File: src/rtl/msi_frame_pkg.sv
package msi_frame_pkg;

  localparam int unsigned ADDR_W    = 12;
  localparam int unsigned DATA_W    = 32;
  localparam int unsigned ID_W      = 10;
  localparam int unsigned ID_SKEW   = 32;
  localparam int unsigned ID_LIMIT  = 1020;
  localparam int unsigned MAX_LINES = 128;

  localparam logic [ADDR_W-1:0] OFS_TYPE     = 12'h008;
  localparam logic [ADDR_W-1:0] OFS_DOORBELL = 12'h040;
  localparam logic [ADDR_W-1:0] OFS_IDENT    = 12'hFCC;
  localparam logic [ADDR_W-1:0] OFS_IMPL_LO  = 12'hFD0;
  localparam logic [ADDR_W-1:0] OFS_IMPL_HI  = 12'hFFC;

  localparam logic [DATA_W-1:0] IDENT_WORD = 32'h51 << 20;

  typedef enum logic [1:0] {
    SZ_BYTE  = 2'd0,
    SZ_HALF  = 2'd1,
    SZ_WORD  = 2'd2,
    SZ_DWORD = 2'd3
  } acc_size_e;

  typedef struct packed {
    logic              err;
    logic              ring;
    logic [DATA_W-1:0] rdata;
  } dec_result_t;

endpackage

File: src/rtl/msi_reg_decode.sv
module msi_reg_decode
  import msi_frame_pkg::*;
#(
  parameter int unsigned FIRST_ID = 32,
  parameter int unsigned LINE_CNT = 64
) (
  input  logic              req_valid,
  input  logic              req_write,
  input  logic [ADDR_W-1:0] req_addr,
  input  logic [1:0]        req_size,
  output dec_result_t       result
);

  localparam logic [DATA_W-1:0] TYPE_WORD = {16'(FIRST_ID), 16'(LINE_CNT)};

  logic size_word;
  logic wr_size_ok;
  logic in_impl;

  always_comb begin
    size_word  = (req_size == SZ_WORD);
    wr_size_ok = (req_size == SZ_HALF) || (req_size == SZ_WORD);
    in_impl    = (req_addr >= OFS_IMPL_LO) && (req_addr <= OFS_IMPL_HI);
    result     = '0;
    if (req_valid) begin
      if (req_write) begin
        if ((req_addr == OFS_DOORBELL) && wr_size_ok) result.ring = 1'b1;
        else                                           result.err  = 1'b1;
      end else if (!size_word) begin
        result.err = 1'b1;
      end else if (req_addr == OFS_TYPE) begin
        result.rdata = TYPE_WORD;
      end else if (req_addr == OFS_IDENT) begin
        result.rdata = IDENT_WORD;
      end else if (!in_impl) begin
        result.err = 1'b1;
      end
    end
  end

endmodule

File: src/rtl/msi_id_xlate.sv
module msi_id_xlate
  import msi_frame_pkg::*;
#(
  parameter int unsigned FIRST_ID = 32,
  parameter int unsigned LINE_CNT = 64,
  parameter int unsigned IDX_W    = 6
) (
  input  logic              ring,
  input  logic [DATA_W-1:0] wdata,
  output logic              hit,
  output logic [IDX_W-1:0]  idx
);

  localparam logic [ID_W:0] FIRST_EXT = (ID_W+1)'(FIRST_ID);
  localparam logic [ID_W:0] CNT_EXT   = (ID_W+1)'(LINE_CNT);

  logic [ID_W:0] diff;
  logic          unused_hi;

  assign unused_hi = ^wdata[DATA_W-1:ID_W];

  always_comb begin
    diff = {1'b0, wdata[ID_W-1:0]} - FIRST_EXT;
    hit  = ring && !diff[ID_W] && (diff < CNT_EXT);
    idx  = diff[IDX_W-1:0];
  end

endmodule

File: src/rtl/msi_pulse_gen.sv
module msi_pulse_gen #(
  parameter int unsigned LINE_CNT = 64,
  parameter int unsigned IDX_W    = 6
) (
  input  logic                clk,
  input  logic                rst_n,
  input  logic                hit,
  input  logic [IDX_W-1:0]    idx,
  output logic [LINE_CNT-1:0] irq_pulse
);

  logic [LINE_CNT-1:0] pulse_d;
  logic [LINE_CNT-1:0] pulse_q;

  for (genvar i = 0; i < LINE_CNT; i++) begin : g_line
    always_comb pulse_d[i] = hit && (idx == IDX_W'(i));
  end

  always_ff @(posedge clk or negedge rst_n) begin
    if (!rst_n) pulse_q <= '0;
    else        pulse_q <= pulse_d;
  end

  assign irq_pulse = pulse_q;

  assert_single_line_R3: assert property (@(posedge clk) disable iff (!rst_n)
    $onehot0(irq_pulse));

  assert_pulse_ends_R3: assert property (@(posedge clk) disable iff (!rst_n)
    (|irq_pulse && !hit) |=> (irq_pulse == '0));

endmodule

File: src/rtl/msi_doorbell_frame.sv
module msi_doorbell_frame
  import msi_frame_pkg::*;
#(
  parameter int unsigned BASE_OFS = 0,
  parameter int unsigned LINE_CNT = 64
) (
  input  logic                clk,
  input  logic                rst_n,
  input  logic                req_valid,
  input  logic                req_write,
  input  logic [11:0]         req_addr,
  input  logic [31:0]         req_wdata,
  input  logic [1:0]          req_size,
  output logic                rsp_valid,
  output logic [31:0]         rsp_rdata,
  output logic                rsp_err,
  output logic [LINE_CNT-1:0] irq_pulse
);

  localparam int unsigned FIRST_ID = BASE_OFS + ID_SKEW;
  localparam int unsigned IDX_W    = (LINE_CNT > 1) ? $clog2(LINE_CNT) : 1;

  // parameter legality checked at elaboration
  if (LINE_CNT < 1 || LINE_CNT > MAX_LINES) begin : g_bad_count
    $error("msi_doorbell_frame: LINE_CNT out of range");
  end
  if (FIRST_ID + LINE_CNT > ID_LIMIT) begin : g_bad_base
    $error("msi_doorbell_frame: ID range exceeds limit");
  end

  dec_result_t       dec;
  logic              hit;
  logic [IDX_W-1:0]  idx;

  msi_reg_decode #(.FIRST_ID(FIRST_ID), .LINE_CNT(LINE_CNT)) i_decode (
    .req_valid (req_valid),
    .req_write (req_write),
    .req_addr  (req_addr),
    .req_size  (req_size),
    .result    (dec)
  );

  msi_id_xlate #(.FIRST_ID(FIRST_ID), .LINE_CNT(LINE_CNT), .IDX_W(IDX_W)) i_xlate (
    .ring  (dec.ring),
    .wdata (req_wdata),
    .hit   (hit),
    .idx   (idx)
  );

  msi_pulse_gen #(.LINE_CNT(LINE_CNT), .IDX_W(IDX_W)) i_pulse (
    .clk       (clk),
    .rst_n     (rst_n),
    .hit       (hit),
    .idx       (idx),
    .irq_pulse (irq_pulse)
  );

  // response stage
  logic        valid_d, valid_q;
  logic        err_d,   err_q;
  logic [31:0] rdata_d, rdata_q;
  logic        rdata_en;

  always_comb begin
    valid_d  = req_valid;
    err_d    = dec.err;
    rdata_en = req_valid || valid_q;
    rdata_d  = dec.err ? '0 : dec.rdata;
  end

  always_ff @(posedge clk or negedge rst_n) begin
    if (!rst_n) begin
      valid_q <= 1'b0;
      err_q   <= 1'b0;
      rdata_q <= '0;
    end else begin
      valid_q <= valid_d;
      err_q   <= err_d;
      if (rdata_en) rdata_q <= rdata_d;
    end
  end

  assign rsp_valid = valid_q;
  assign rsp_err   = err_q;
  assign rsp_rdata = rdata_q;

  assert_rsp_follows_R10: assert property (@(posedge clk) disable iff (!rst_n)
    req_valid |=> rsp_valid);

  assert_no_spurious_rsp_R10: assert property (@(posedge clk) disable iff (!rst_n)
    !req_valid |=> !rsp_valid);

  assert_err_with_rsp_R10: assert property (@(posedge clk) disable iff (!rst_n)
    rsp_err |-> (rsp_valid && rsp_rdata == '0));

  assert_pulse_needs_write_R3: assert property (@(posedge clk) disable iff (!rst_n)
    (|irq_pulse) |-> $past(req_valid && req_write && req_addr == OFS_DOORBELL));

  assert_no_pulse_on_read_R9: assert property (@(posedge clk) disable iff (!rst_n)
    (req_valid && !req_write) |=> (irq_pulse == '0));

  assert_pulse_no_err_R4: assert property (@(posedge clk) disable iff (!rst_n)
    (|irq_pulse) |-> !rsp_err);

endmodule

File: config.mk
export PLATFORM = sky130hd
export DESIGN_NAME = msi_doorbell_frame
export DESIGN_NICKNAME = d
export VERILOG_FILES = /design/src/rtl/msi_frame_pkg.sv /design/src/rtl/msi_reg_decode.sv /design/src/rtl/msi_id_xlate.sv /design/src/rtl/msi_pulse_gen.sv /design/src/rtl/msi_doorbell_frame.sv
export SDC_FILE = /design/constraint.sdc
export NUM_CORES = 1
export LEC_CHECK = 0
export BUFFER_PORTS_ARGS = -buffer_cell sky130_fd_sc_hd__buf_2
export CORE_ASPECT_RATIO = 0.9
export CORE_MARGIN = 8
export CORE_UTILIZATION = 50
export CTS_BUF_LIST = sky130_fd_sc_hd__clkbuf_4
export CTS_CLUSTER_DIAMETER = 200
export DETAILED_ROUTE_END_ITERATION = 12
export HOLD_SLACK_MARGIN = 0.1
export PLACE_DENSITY = 0.82
export SYNTH_ARGS = -nofsm -noshare
export SYNTH_HDL_FRONTEND = slang
export SYNTH_SLANG_ARGS = --single-unit
File: constraint.sdc
create_clock -name clk -period 1.8 [get_ports clk]
set_input_delay 0.09 -clock clk [delete_from_list [all_inputs] [get_ports clk]]
set_output_delay 0.09 -clock clk [all_outputs]
set_load 0.02 [all_outputs]
Word-level counts from Yosys, hierarchy flattened
Cells that the tools add are included.
{ "classes": {"addsub": 1, "order_cmp": 3, "n_eq_ne": 68, "mux": 14, "n_reduce_logical": 72} }
{ "op_table": {"columns": ["operator", "count"], "rows": [
  ["$eq 6x6->1 const B", 32],
  ["$mux 32", 4],
  ["$eq 6x5->1 const B", 16],
  ["$logic_and 1x1->1", 68],
  ["$eq 6x4->1 const B", 8],
  ["$mux 34", 1],
  ["$mux 27", 1],
  ["$eq 6x3->1 const B", 4],
  ["$eq 12x12->1 const B", 1],
  ["$eq 12x4->1 const B", 1],
  ["$eq 12x7->1 const B", 1],
  ["$eq 6x2->1 const B", 2],
  ["$ge 12x12->1 const B", 1],
  ["$le 12x12->1 const B", 1],
  ["$lt 11x7->1 const B", 1],
  ["$sub 10x6->11 const B", 1],
  ["$mux 1", 8],
  ["$eq 6x1->1 const B", 1],
  ["$logic_not 6->1", 1],
  ["$eq 2x1->1 const B", 1],
  ["$eq 2x2->1 const B", 1],
  ["$logic_or 1x1->1", 2],
  ["$logic_not 1->1", 1]
]} }
{ "totals": {"reg_bits": 98, "input_bits": 50, "output_inout_bits": 98, "wordCells": 162} }

Longest topological paths before layout
Gate-level depths: netlist (run 1).
{ "logic_depth": {"ltp_word": 11, "ltp_mapped": 8, "mapped_depth_nobuf": 5} }

Modules after synthesis
From an unflattened synthesis (run 1), not the netlist that was laid out.
{ "unflattened": {"hier_cells": 331, "hier_area_um2": 4057.6} }
{ "by_module_without_submodules": {"columns": ["mod", "n_inst", "cells_each", "area_per_inst_um2", "seq_area_each_um2"], "rows": [
  ["msi_pulse_gen", 1, 157, 2070.7, 1601.5],
  ["msi_doorbell_frame", 1, 105, 1482.7, 850.8],
  ["msi_reg_decode", 1, 53, 394.1, 0.0],
  ["msi_id_xlate", 1, 16, 110.1, 0.0]
]} }

Worst setup path after synthesis (run 1)
OpenSTA, ideal clock, no wires.
{ "synth_path": {"path_type": "input port to flip-flop", "startpoint": "input req_wdata[5]", "endpoint": "register i_pulse.pulse_q[10], in the netlist i_pulse.irq_pulse[10]", "setup_time_ns": 0.148, "arrival_time_ns": 1.405, "required_ns": 1.652, "slack_ns": 0.246, "stages": 7, "n_path_buf": 2, "cell_sequence": "clkbuf_1 > inv_1 > ha_1 > and2_1 > a211oi_4 > buf_4 > nor4_2"} }
{ "synth_between": {"elab_chain_len": 5, "elab_cells_between_ends": 7, "cone_classes": "1 x add/sub; 1 x order compare; 1 x eq/ne; 4 x reduce/logical"} }
{ "synth_rtl": {"columns": ["element", "line", "rtl"], "rows": [
  ["start, declared", "msi_doorbell_frame.sv:12", "input logic [31:0] req_wdata,"],
  ["$sub 10x6->11 *", "msi_id_xlate.sv:23", "diff = {1'b0, wdata[ID_W-1:0]} - FIRST_EXT;"],
  ["branches (longest 3 deep; another with $lt 11x7->1)", null, null],
  ["$logic_and 1x1->1 *", "msi_pulse_gen.sv:16", "always_comb pulse_d[i] = hit && (idx == IDX_W'(i));"],
  ["named net i_pulse.pulse_d[10]", "msi_pulse_gen.sv:12", "logic [LINE_CNT-1:0] pulse_d;"],
  ["end signal, assigned", "msi_pulse_gen.sv:21", "else pulse_q <= pulse_d;"],
  ["end, declared", "msi_pulse_gen.sv:13", "logic [LINE_CNT-1:0] pulse_q;"]
]} }
Mark *: on every way through the listed nets, which the timed path passes.
A chain may end at the register's enable or synchronous reset.

Worst setup path after layout (run 1)
{ "layout_path": {"startpoint": "input req_write", "endpoint": "register rdata_q[24], in the netlist rsp_rdata[24]"} }
{ "layout_between": {"elab_chain_len": 3, "elab_cells_between_ends": 4, "cone_classes": "4 x mux"} }
{ "layout_rtl": {"columns": ["element", "line", "rtl"], "rows": [
  ["start, declared", "msi_doorbell_frame.sv:10", "input logic req_write,"],
  ["$mux 32 or $mux 1 (tied branches)", "msi_reg_decode.sv:26", "if (req_write) begin"],
  ["$mux 34 *", "msi_reg_decode.sv:25", "if (req_valid) begin"],
  ["$mux 32 *", "msi_doorbell_frame.sv:68", "rdata_d = dec.err ? '0 : dec.rdata;"],
  ["end signal, assigned", "msi_doorbell_frame.sv:79", "if (rdata_en) rdata_q <= rdata_d;"],
  ["end, declared", "msi_doorbell_frame.sv:61", "logic [31:0] rdata_d, rdata_q;"]
]} }
Every way passes the cells marked *; elsewhere a longest branch is shown, timed or not.

==> reports/results.txt, run 1 <==
Layout cells sized above 1: 0.489
Layout fillers: 590
Drt total wl: 9.42 mm
Pwr dens: 620 nW/um^2
Fin crit period: 1.72 ns
Hold Crit Class: in2reg
Initial antenna violation count: 0
Area post-placement: 4220 um^2
Layout Skew: 0.000383 ns
Post-Syn Area: 3790 um^2
CTS tree: built
Top_reg_cell synth: dfrtp_1
Ys Warns: 0
Cell-internal power: 1.93 mW
Final Non-Filler Cells: 509
Data arrival, critical path: 2.04 ns
Input/output buffers: 98
Initial DRC count: 273
Fin. max-slew vios: 0
Tcrit/Tclk final: 0.954
Synth area leader: dfrtp_1
Layout area overhead: 15.9%
Clk buf depth: 2
Post-synth top cells: 68 x dfrtp_1, 67 x nand4_1, 61 x nor4_2, 41 x buf_4, 23 x clkbuf_1
Final WS setup: 0.0831 ns
Most numerous cell in the Yosys netlist: dfrtp_1
Worst setup SP type: input pin
Place WS: 0.206 ns
Die width: 108 um
Unrepaired setup endpoints after global routing: no
Static Leak: 1.89 nW
CTS Buf Count: 9
WL/cell: 18.5 um
Multi-input gate area: 1700 um^2
Synth Instances: 326
GRT Util Overall: 0.175
Clock network fraction of total power: 0.290
DRC viols: 0
Clock-pin transition on the worst setup and hold timing paths: 0.10 ns
EDFF count, synth: 0
H-tree depth: 3
Die Area: 10,600 um^2
Least-Margin Pin Slew: 0.593 ns
Relative slew slack: 0.604
DRT antenna net count: 0
Seq pwr share: 0.561
Initial DRT Pass Iterations: 4
First-pass GRT wire length: 15.1 mm
Sw frac: 0.293
Fmax achieved: 582 MHz
Area share of the largest cell type after synthesis: 0.449
Top cells by area, synth: dfrtp_1 45%, nor4_2 20%, nand4_1 11%, buf_4 8.1%, and4bb_2 2.3%
Fin util: 0.592
I/O pin total: 148
Core area: 7430 um^2
Avg Cell Area, Syn: 11.6 um^2
Setup CP Type: in2reg
Required @ worst endpoint: 2.12 ns
P_sw: 798 uW
Clock Latency Late Sink: 0.39 ns
Placer Congestion: 0.833
Clk sinks: 68
Logic pwr share: 0.149
Placed cells: 487
Pin count of the biggest net entering global routing: 69
Die height: 98.6 um
Vias in the first global route: 2,975
Post-route design area: 4400 um^2
Vias per cell: 5.84
Fin Setup TNS: 0 ns
Num rows: 30
Congestion Overflow GR: 0
Synthesized flop and latch total: 68
Post-synth ARST share: 1.00
Vias: 2,973
# nets final: 461
Max Cap Viol: 0
CP Max Fanout: 3
Outcome: finished, final reports clean
Root Buffer: clkbuf_4
Register area share after synthesis: 0.449
Hpwl dp: 6.02 mm
Final hold viol count: 0
N_diodes: 0
Final Setup Violations: 0
Crit. End Element: flop
Sequential cell area: 1700 um^2
Effective utilization at floorplan: 0.510
Max IR drop VDD: 0.281 mV
Cell variety after synth: 31
[path summary, 6_finish.rpt]
path / depth (start not counted) / from / slack [ns] / end
max: 5 / req_write / 0.08 / rsp_rdata[24]
min: 4 / req_addr[3] / 0.12 / rsp_rdata[21]
max reg2reg: 3 / rsp_valid / 1.06 / rsp_rdata[24]
min reg2reg: 2 / rsp_rdata[21] / 0.53 / rsp_rdata[21]
max in group asynchronous: 3 / rst_n / 1.27 / i_pulse.irq_pulse[3]
min in group asynchronous: 3 / rst_n / 0.23 / i_pulse.irq_pulse[38]
[through the flow]
stage | hold slack (ns) | power, mW
floorplan | -0.206 | 1.88
CTS | 0.107 | 2.73
global route | 0.124 | 2.85
finish | 0.124 | 2.72
detailed placement | 0.138 | 1.95
global placement | 0.126 | 1.93
[routing by layer]
layer / vias up / share of wire / GRT usage
met3: 22 / 0.11 / 0.0711
met4: 0 / 0.024 / 0.0714
met2: 151 / 0.46 / 0.264
met5: - / 0 / 0
met1: 1424 / 0.40 / 0.217
li1: 1376 / - / -
[state kept, by name, indices dropped and copies added, names as in the netlist]
register,count
i_pulse.irq_pulse,64
rsp_rdata,2
rsp_err,1
rsp_valid,1
[worst max-delay path: stages]
cell           delay [ns]
dlygate4sd3_1        0.53
buf_2                0.13
or4_1                0.55
dlygate4sd3_1        0.57
o21ai_0              0.16
[cell type report]
type | instances | share of cell area
clock buffer | 11 | 0.0188
inverter | 4 | 0.00341
multi-input combinational | 205 | 0.388
tap | 96 | 0.0273
timing repair buffer | 121 | 0.172
sequential | 68 | 0.387
clock inverter | 4 | 0.00398
[kinds of logic after synthesis]
group,count (synthesis),synth area share
flip-flops,68,0.449
buffers and inverters,79,0.133
other,1,0.000989
AO/OA/AOI/OAI,6,0.0155
AND/OR/NAND/NOR,170,0.395
adder cells (fa/ha/maj),2,0.00660
[repair_timing]
action                                  CTS  global route
gates resized for setup                   0             1
endpoints found under the setup margin    0            10
hold buffers                              7             0
hold endpoints to repair                 72             0
buffers inserted                          0             0
[cells in the final DEF, fill, tap and decap left out]
| cell type | instances |
|---|---|
| nand2_1 | 4 |
| o221a_2 | 1 |
| or4_1 | 1 |
| buf_12 | 6 |
| dfrtp_1 | 68 |
| or2_1 | 1 |
| conb_1 | 27 |
| a32oi_1 | 1 |
| nand4_1 | 67 |
| and4_1 | 1 |
| and3b_2 | 1 |
| and4bb_2 | 7 |
| o21ai_0 | 2 |
| or2_2 | 1 |
| nor4_2 | 62 |
| buf_4 | 10 |
| nor2_1 | 6 |
| clkbuf_4 | 11 |
| ha_1 | 2 |
| a211oi_4 | 1 |
| and4b_1 | 4 |
| nor4_1 | 5 |
| nand3_4 | 1 |
| nor4bb_1 | 1 |
| o31a_2 | 1 |
| nor4b_1 | 4 |
| buf_2 | 98 |
| nor2b_1 | 2 |
| clkinv_2 | 2 |
| clkinv_1 | 2 |
| and2_1 | 2 |
| inv_1 | 4 |
| dlygate4sd3_1 | 7 |
[power by group through the flow]
| stage | registers [mW] | clock network [mW] | logic [mW] |
|---|---|---|---|
| 6_report | 1.53 | 0.789 | 0.406 |
| 5_1_grt | 1.53 | 0.886 | 0.434 |
| 4_1_cts | 1.53 | 0.810 | 0.395 |
| 3_5_place_dp | 1.56 | 0 | 0.386 |
| 3_3_place_gp | 1.56 | 0 | 0.370 |
| 2_1_floorplan | 1.56 | 0 | 0.312 |
Power figures use the tool's default switching activity.
==> run 2: changes to the inputs <==
Settings changed: ABC_AREA from default to 1, PLACE_DENSITY 0.82 to 0.88.
==> reports/results.txt, run 2 <==
Outcome: finished, final reports clean
Avg Cell Area, Syn: 10.5 um^2
Static Leak: 2.01 nW
CTS tree: built
Post-route design area: 3410 um^2
CTS Buf Count: 9
Synthesized flop and latch total: 68
Layout fillers: 474
Vias: 2,069
Post-synth top cells: 82 x nor2_1, 68 x dfrtp_1, 31 x buf_4, 28 x nand2_1, 19 x inv_1
CP top delay family: buffers and inverters
I/O pin total: 148
Area post-placement: 3210 um^2
Pwr dens: 786 nW/um^2
Required @ worst endpoint: 2.10 ns
Synth Instances: 266
Final Setup Violations: 0
Min-delay src: req_addr[9]
Layout area overhead: 22.0%
Effective utilization at floorplan: 0.506
Most frequent cells in the layout: 98 x buf_2, 82 x nor2_1, 68 x dfrtp_1, 28 x nand2_1, 27 x conb_1
Worst setup SP type: input pin
Fmax achieved: 642 MHz
Vias in the first global route: 2,188
R2R setup slack: 1.10 ns
Final WS setup: 0.242 ns
Congestion Overflow GR: 0
Hold buffers post-CTS: 7
N_diodes: 0
Root Buffer: clkbuf_4
Vias per cell: 4.61
Register area share after synthesis: 0.609
Placer Congestion: 0.775
Hold Crit Class: in2reg
DRC viols: 0
Final hold viol count: 0
First-pass GRT wire length: 10.3 mm
Crit-path slowest cell: dlygate4sd3_1
Clock-pin transition on the worst setup and hold timing paths: 0.09 ns
Total power: 2.68 mW
Buffers and inverters on the worst path: 3
Min-Delay Path Depth: 6
Drt total wl: 6.43 mm
Core area: 5530 um^2
Clock Latency Late Sink: 0.37 ns
Input/output buffers: 98
Fin crit period: 1.56 ns
Clk sinks: 68
Multi-input gate area: 818 um^2
Crit-path cells: dlygate4sd3_1 -> buf_2 -> nor2_1 -> nand2_1 -> nor2_1 -> nand3_2 -> nor2_4 -> buf_4 -> nand4_2 -> nor2_1
Post-CTS sizing: 0
Post-synth ARST share: 1.00
CP most frequent cell: nor2_1
Die Area: 8240 um^2
Place WS: 0.165 ns
GRT Util Overall: 0.161
Num rows: 26
Data arrival, critical path: 1.86 ns
Layout cells sized above 1: 0.340
Die width: 94.8 um
H-tree depth: 3
Area share of the largest cell type after synthesis: 0.609
Most numerous cell in the Yosys netlist: nor2_1
Synth area leader: dfrtp_1
Initial DRT Pass Iterations: 6
Fin Setup TNS: 0 ns
Cell variety after synth: 23
EDFF count, synth: 0
RR Startpoint: rsp_rdata[24]
Post-Syn Area: 2800 um^2
WL/cell: 14.3 um
Top cells by area, synth: dfrtp_1 61%, nor2_1 11%, buf_4 8.3%, nand2_1 3.8%, nand4_4 3.0%
DRT antenna net count: 0
Setup bufs post-CTS: 0
Max reg flops: 64
Hpwl dp: 4.88 mm
Worst path depth: 10
Initial antenna violation count: 0
Clk buf depth: 2
Fin. max-slew vios: 0
# nets final: 427
Max Cap Viol: 0
Layout Skew: 0.0000608 ns
R2R depth: 2
R2R Path End: rsp_rdata[24]
Commonest non-fill, non-tap cell in the layout: buf_2
Ys Warns: 0
Least-Margin Pin Slew: 0.639 ns
Pin count of the biggest net entering global routing: 44
Max IR drop VDD: 0.444 mV
Top_reg_cell synth: dfrtp_1
Min-Delay Endpoint: rsp_rdata[21]
Die height: 86.9 um
Sequential cell area: 1700 um^2
CP Max Fanout: 8
Tcrit/Tclk final: 0.865
Relative slew slack: 0.573
Initial DRC count: 58
Setup CP Type: in2reg
Unrepaired setup endpoints after global routing: no
Crit. End Element: flop
CP max stage delay: 0.56 ns
## run 2: routing by layer
layer | vias up | global-route usage | routed length [um]
li1 | 985 | - | -
met1 | 987 | 0.174 | 2480
met2 | 88 | 0.277 | 3220
met3 | 9 | 0.0595 | 607
met4 | 0 | 0.0666 | 119
met5 | - | 0 | 0
## run 2: where the power goes
group          internal [mW]  total [mW]  switching, mW
sequential              1.53        1.53       0.000872
clock                  0.458       0.923          0.464
combinational         0.0543       0.229          0.175
total                   2.04        2.68          0.640
## run 2: worst max-delay path by stage
| stage | start | end | slack (ns) |
|---|---|---|---|
| after global placement | req_size[0] | i_pulse.irq_pulse[38] | 0.22 |
| after floorplan | req_size[0] | i_pulse.irq_pulse[17] | 0.47 |
| after global routing | req_addr[3] | i_pulse.irq_pulse[6] | 0.12 |
| final | req_addr[3] | i_pulse.irq_pulse[6] | 0.24 |
| after detailed placement | req_size[0] | i_pulse.irq_pulse[6] | 0.16 |
| after CTS | req_addr[3] | i_pulse.irq_pulse[6] | 0.30 |
## run 2: cell type report
| cell class | count | share of cell area |
|---|---|---|
| clock buffer | 12 | 0.0264 |
| clock inverter | 3 | 0.0114 |
| inverter | 19 | 0.0209 |
| multi-input combinational | 168 | 0.240 |
| sequential | 68 | 0.499 |
| tap | 70 | 0.0257 |
| timing repair buffer | 109 | 0.177 |
## run 2: cell families (layout without fill, tap and decap cells)
group / after synthesis / after routing / synth area share
other cells: 1 / 27 / 0.00134
flops: 68 / 68 / 0.609
simple gates: 137 / 137 / 0.244
compound gates: 2 / 2 / 0.00358
buf+inv: 56 / 143 / 0.134
fa+ha+maj: 2 / 2 / 0.00895
## run 2: worst min-delay path, stage by stage
cell and delay, ns:
buf_2 0.09, nor2_1 0.03, nand2_1 0.06, nor2_2 0.04
nand2_1 0.07, o21ai_0 0.07
## run 2: through the flow
step / hold slack (ns) / cells / utilization
global route: 0.118 / 449 / 0.617
global placement: 0.111 / 427 / 0.581
CTS: 0.101 / 449 / 0.617
floorplan: -0.206 / 292 / -
finish: 0.124 / 449 / 0.617
detailed placement: 0.115 / 427 / 0.581
==> run 3: changes to the inputs <==
Settings changed: CAP_MARGIN from default to 20, CORE_UTILIZATION 50 to 48, CTS_BUF_LIST sky130_fd_sc_hd__clkbuf_4 to sky130_fd_sc_hd__clkbuf_16, PLACE_DENSITY 0.88 to 0.85.
==> reports/results.txt, run 3 (same netlist as run 2, synthesis figures left out) <==
Outcome: finished, final reports clean
Clk sinks: 68
Seq pwr share: 0.451
Static Leak: 2.06 nW
Max reg flops: 64
Fmax achieved: 702 MHz
# nets final: 422
Fin. max-slew vios: 0
CP max stage delay: 0.52 ns
Sequential cell area: 1700 um^2
Crit. End Element: flop
Layout Skew: 0.000415 ns
Root Buffer: clkbuf_16
N_diodes: 0
Hold Crit Class: in2reg
Most frequent cells in the layout: 98 x buf_2, 82 x nor2_1, 68 x dfrtp_1, 28 x nand2_1, 27 x conb_1
Die Area: 8530 um^2
Vias per cell: 4.56
Drt total wl: 6.39 mm
DRC viols: 0
I/O pin total: 148
Vias in the first global route: 2,111
Crit-path slowest cell: dlygate4sd3_1
Clock-pin transition on the worst setup and hold timing paths: 0.05 ns
Initial DRC count: 67
Effective utilization at floorplan: 0.494
Layout area overhead: 26.3%
R2R depth: 2
Worst setup SP type: input pin
Required @ worst endpoint: 2.03 ns
Final hold viol count: 0
Least-Margin Pin Slew: 0.656 ns
Hpwl dp: 4.66 mm
Cell-internal power: 2.63 mW
Max IR drop VDD: 0.689 mV
Min Hold Slack: 0.163 ns
RR Startpoint: rsp_rdata[24]
Max Cap Viol: 0
R2R Path End: rsp_rdata[24]
Sw frac: 0.226
Commonest non-fill, non-tap cell in the layout: buf_2
CP Max Fanout: 16
Unrepaired setup endpoints after global routing: no
Setup CP Type: in2reg
Vias: 2,029
Congestion Overflow GR: 0
Die height: 88.4 um
Post-CTS sizing: 0
Clock Latency Late Sink: 0.32 ns
Input/output buffers: 98
Core area: 5660 um^2
Final Setup Violations: 0
Die width: 96.5 um
Crit-path cells: dlygate4sd3_1 -> buf_2 -> nand3b_1 -> nor2_1 -> nand2_1 -> nor2_4 -> buf_12 -> nand4_1 -> nor2_1
Layout cells sized above 1: 0.339
Pwr dens: 962 nW/um^2
Multi-input gate area: 818 um^2
Fin Setup TNS: 0 ns
Relative slew slack: 0.562
Min-Delay Path Depth: 3
GRT Util Overall: 0.154
Layout fillers: 463
Worst Setup SP: req_valid
WL/cell: 14.4 um
R2R setup slack: 1.11 ns
Setup bufs post-CTS: 0
CP most frequent cell: nor2_1
Initial antenna violation count: 0
Critical Path Sink: i_pulse.irq_pulse[16]
Hold buffers post-CTS: 3
Logic pwr share: 0.066
Clk buf depth: 2
Initial DRT Pass Iterations: 4
Data arrival, critical path: 1.66 ns
Pin count of the biggest net entering global routing: 69
DRT antenna net count: 0
Placer Congestion: 0.804
H-tree depth: 3
P_sw: 766 uW
First-pass GRT wire length: 10.0 mm
CTS tree: built
Tcrit/Tclk final: 0.791
Fin crit period: 1.42 ns
Num rows: 26
CTS Buf Count: 9
Clock network fraction of total power: 0.483
[run 3: cell types whose count changed in the layout (fill, tap and decap cells not counted), moves of 2 or more]
cell           before  now
dlygate4sd3_1       7    3
clkbuf_4           12    0
buf_4               3    1
clkbuf_16           0    9
[run 3: worst min path at each step]
stage                             from                     to  slack [ns]
after floorplan                  rst_n   i_pulse.irq_pulse[0]       -0.21
after global placement           rst_n  i_pulse.irq_pulse[30]        0.12
after detailed placement         rst_n  i_pulse.irq_pulse[46]        0.14
after CTS                  req_addr[3]          rsp_rdata[21]        0.15
after global routing      req_wdata[1]   i_pulse.irq_pulse[3]        0.17
final                     req_wdata[1]  i_pulse.irq_pulse[35]        0.16
[run 3: critical path, delay by kind of cell]
kind                   cells  cell delay [ns]
buffers and inverters      3             0.82
AND/OR/NAND/NOR            6             0.74
[run 3: power groups by stage]
stage | sequential (mW) | clock, mW | combinational (mW)
after floorplan | 1.56 | 0 | 0.173
after global placement | 1.56 | 0 | 0.213
final | 1.53 | 1.64 | 0.224
after global routing | 1.53 | 1.76 | 0.250
after detailed placement | 1.56 | 0 | 0.218
after CTS | 1.53 | 1.67 | 0.224
[run 3: area by class of cell]
cell class | instances | share of cell area
sequential | 68 | 0.482
multi-input combinational | 168 | 0.232
timing repair buffer | 104 | 0.161
clock buffer | 9 | 0.0638
tap | 70 | 0.0248
inverter | 19 | 0.0202
clock inverter | 7 | 0.0167
[run 3: stage by stage]
step | cell area (um^2) | utilization | total power, mW | instances | setup slack, ns
3_3_place_gp | 3220 | 0.568 | 1.77 | 426 | 0.279
2_1_floorplan | 2890 | - | 1.74 | 292 | 0.475
4_1_cts | 3530 | 0.624 | 3.43 | 445 | 0.376
6_report | 3530 | 0.624 | 3.40 | 445 | 0.376
5_1_grt | 3530 | 0.624 | 3.54 | 445 | 0.251
3_5_place_dp | 3220 | 0.568 | 1.78 | 426 | 0.235
[run 3: metal layers]
layer | up-vias | track usage | part of all wire
met2 | 85 | 0.251 | 0.48
met4 | 0 | 0.0577 | 0.0086
li1 | 973 | - | -
met3 | 4 | 0.0602 | 0.097
met5 | - | 0 | 0
met1 | 967 | 0.179 | 0.42
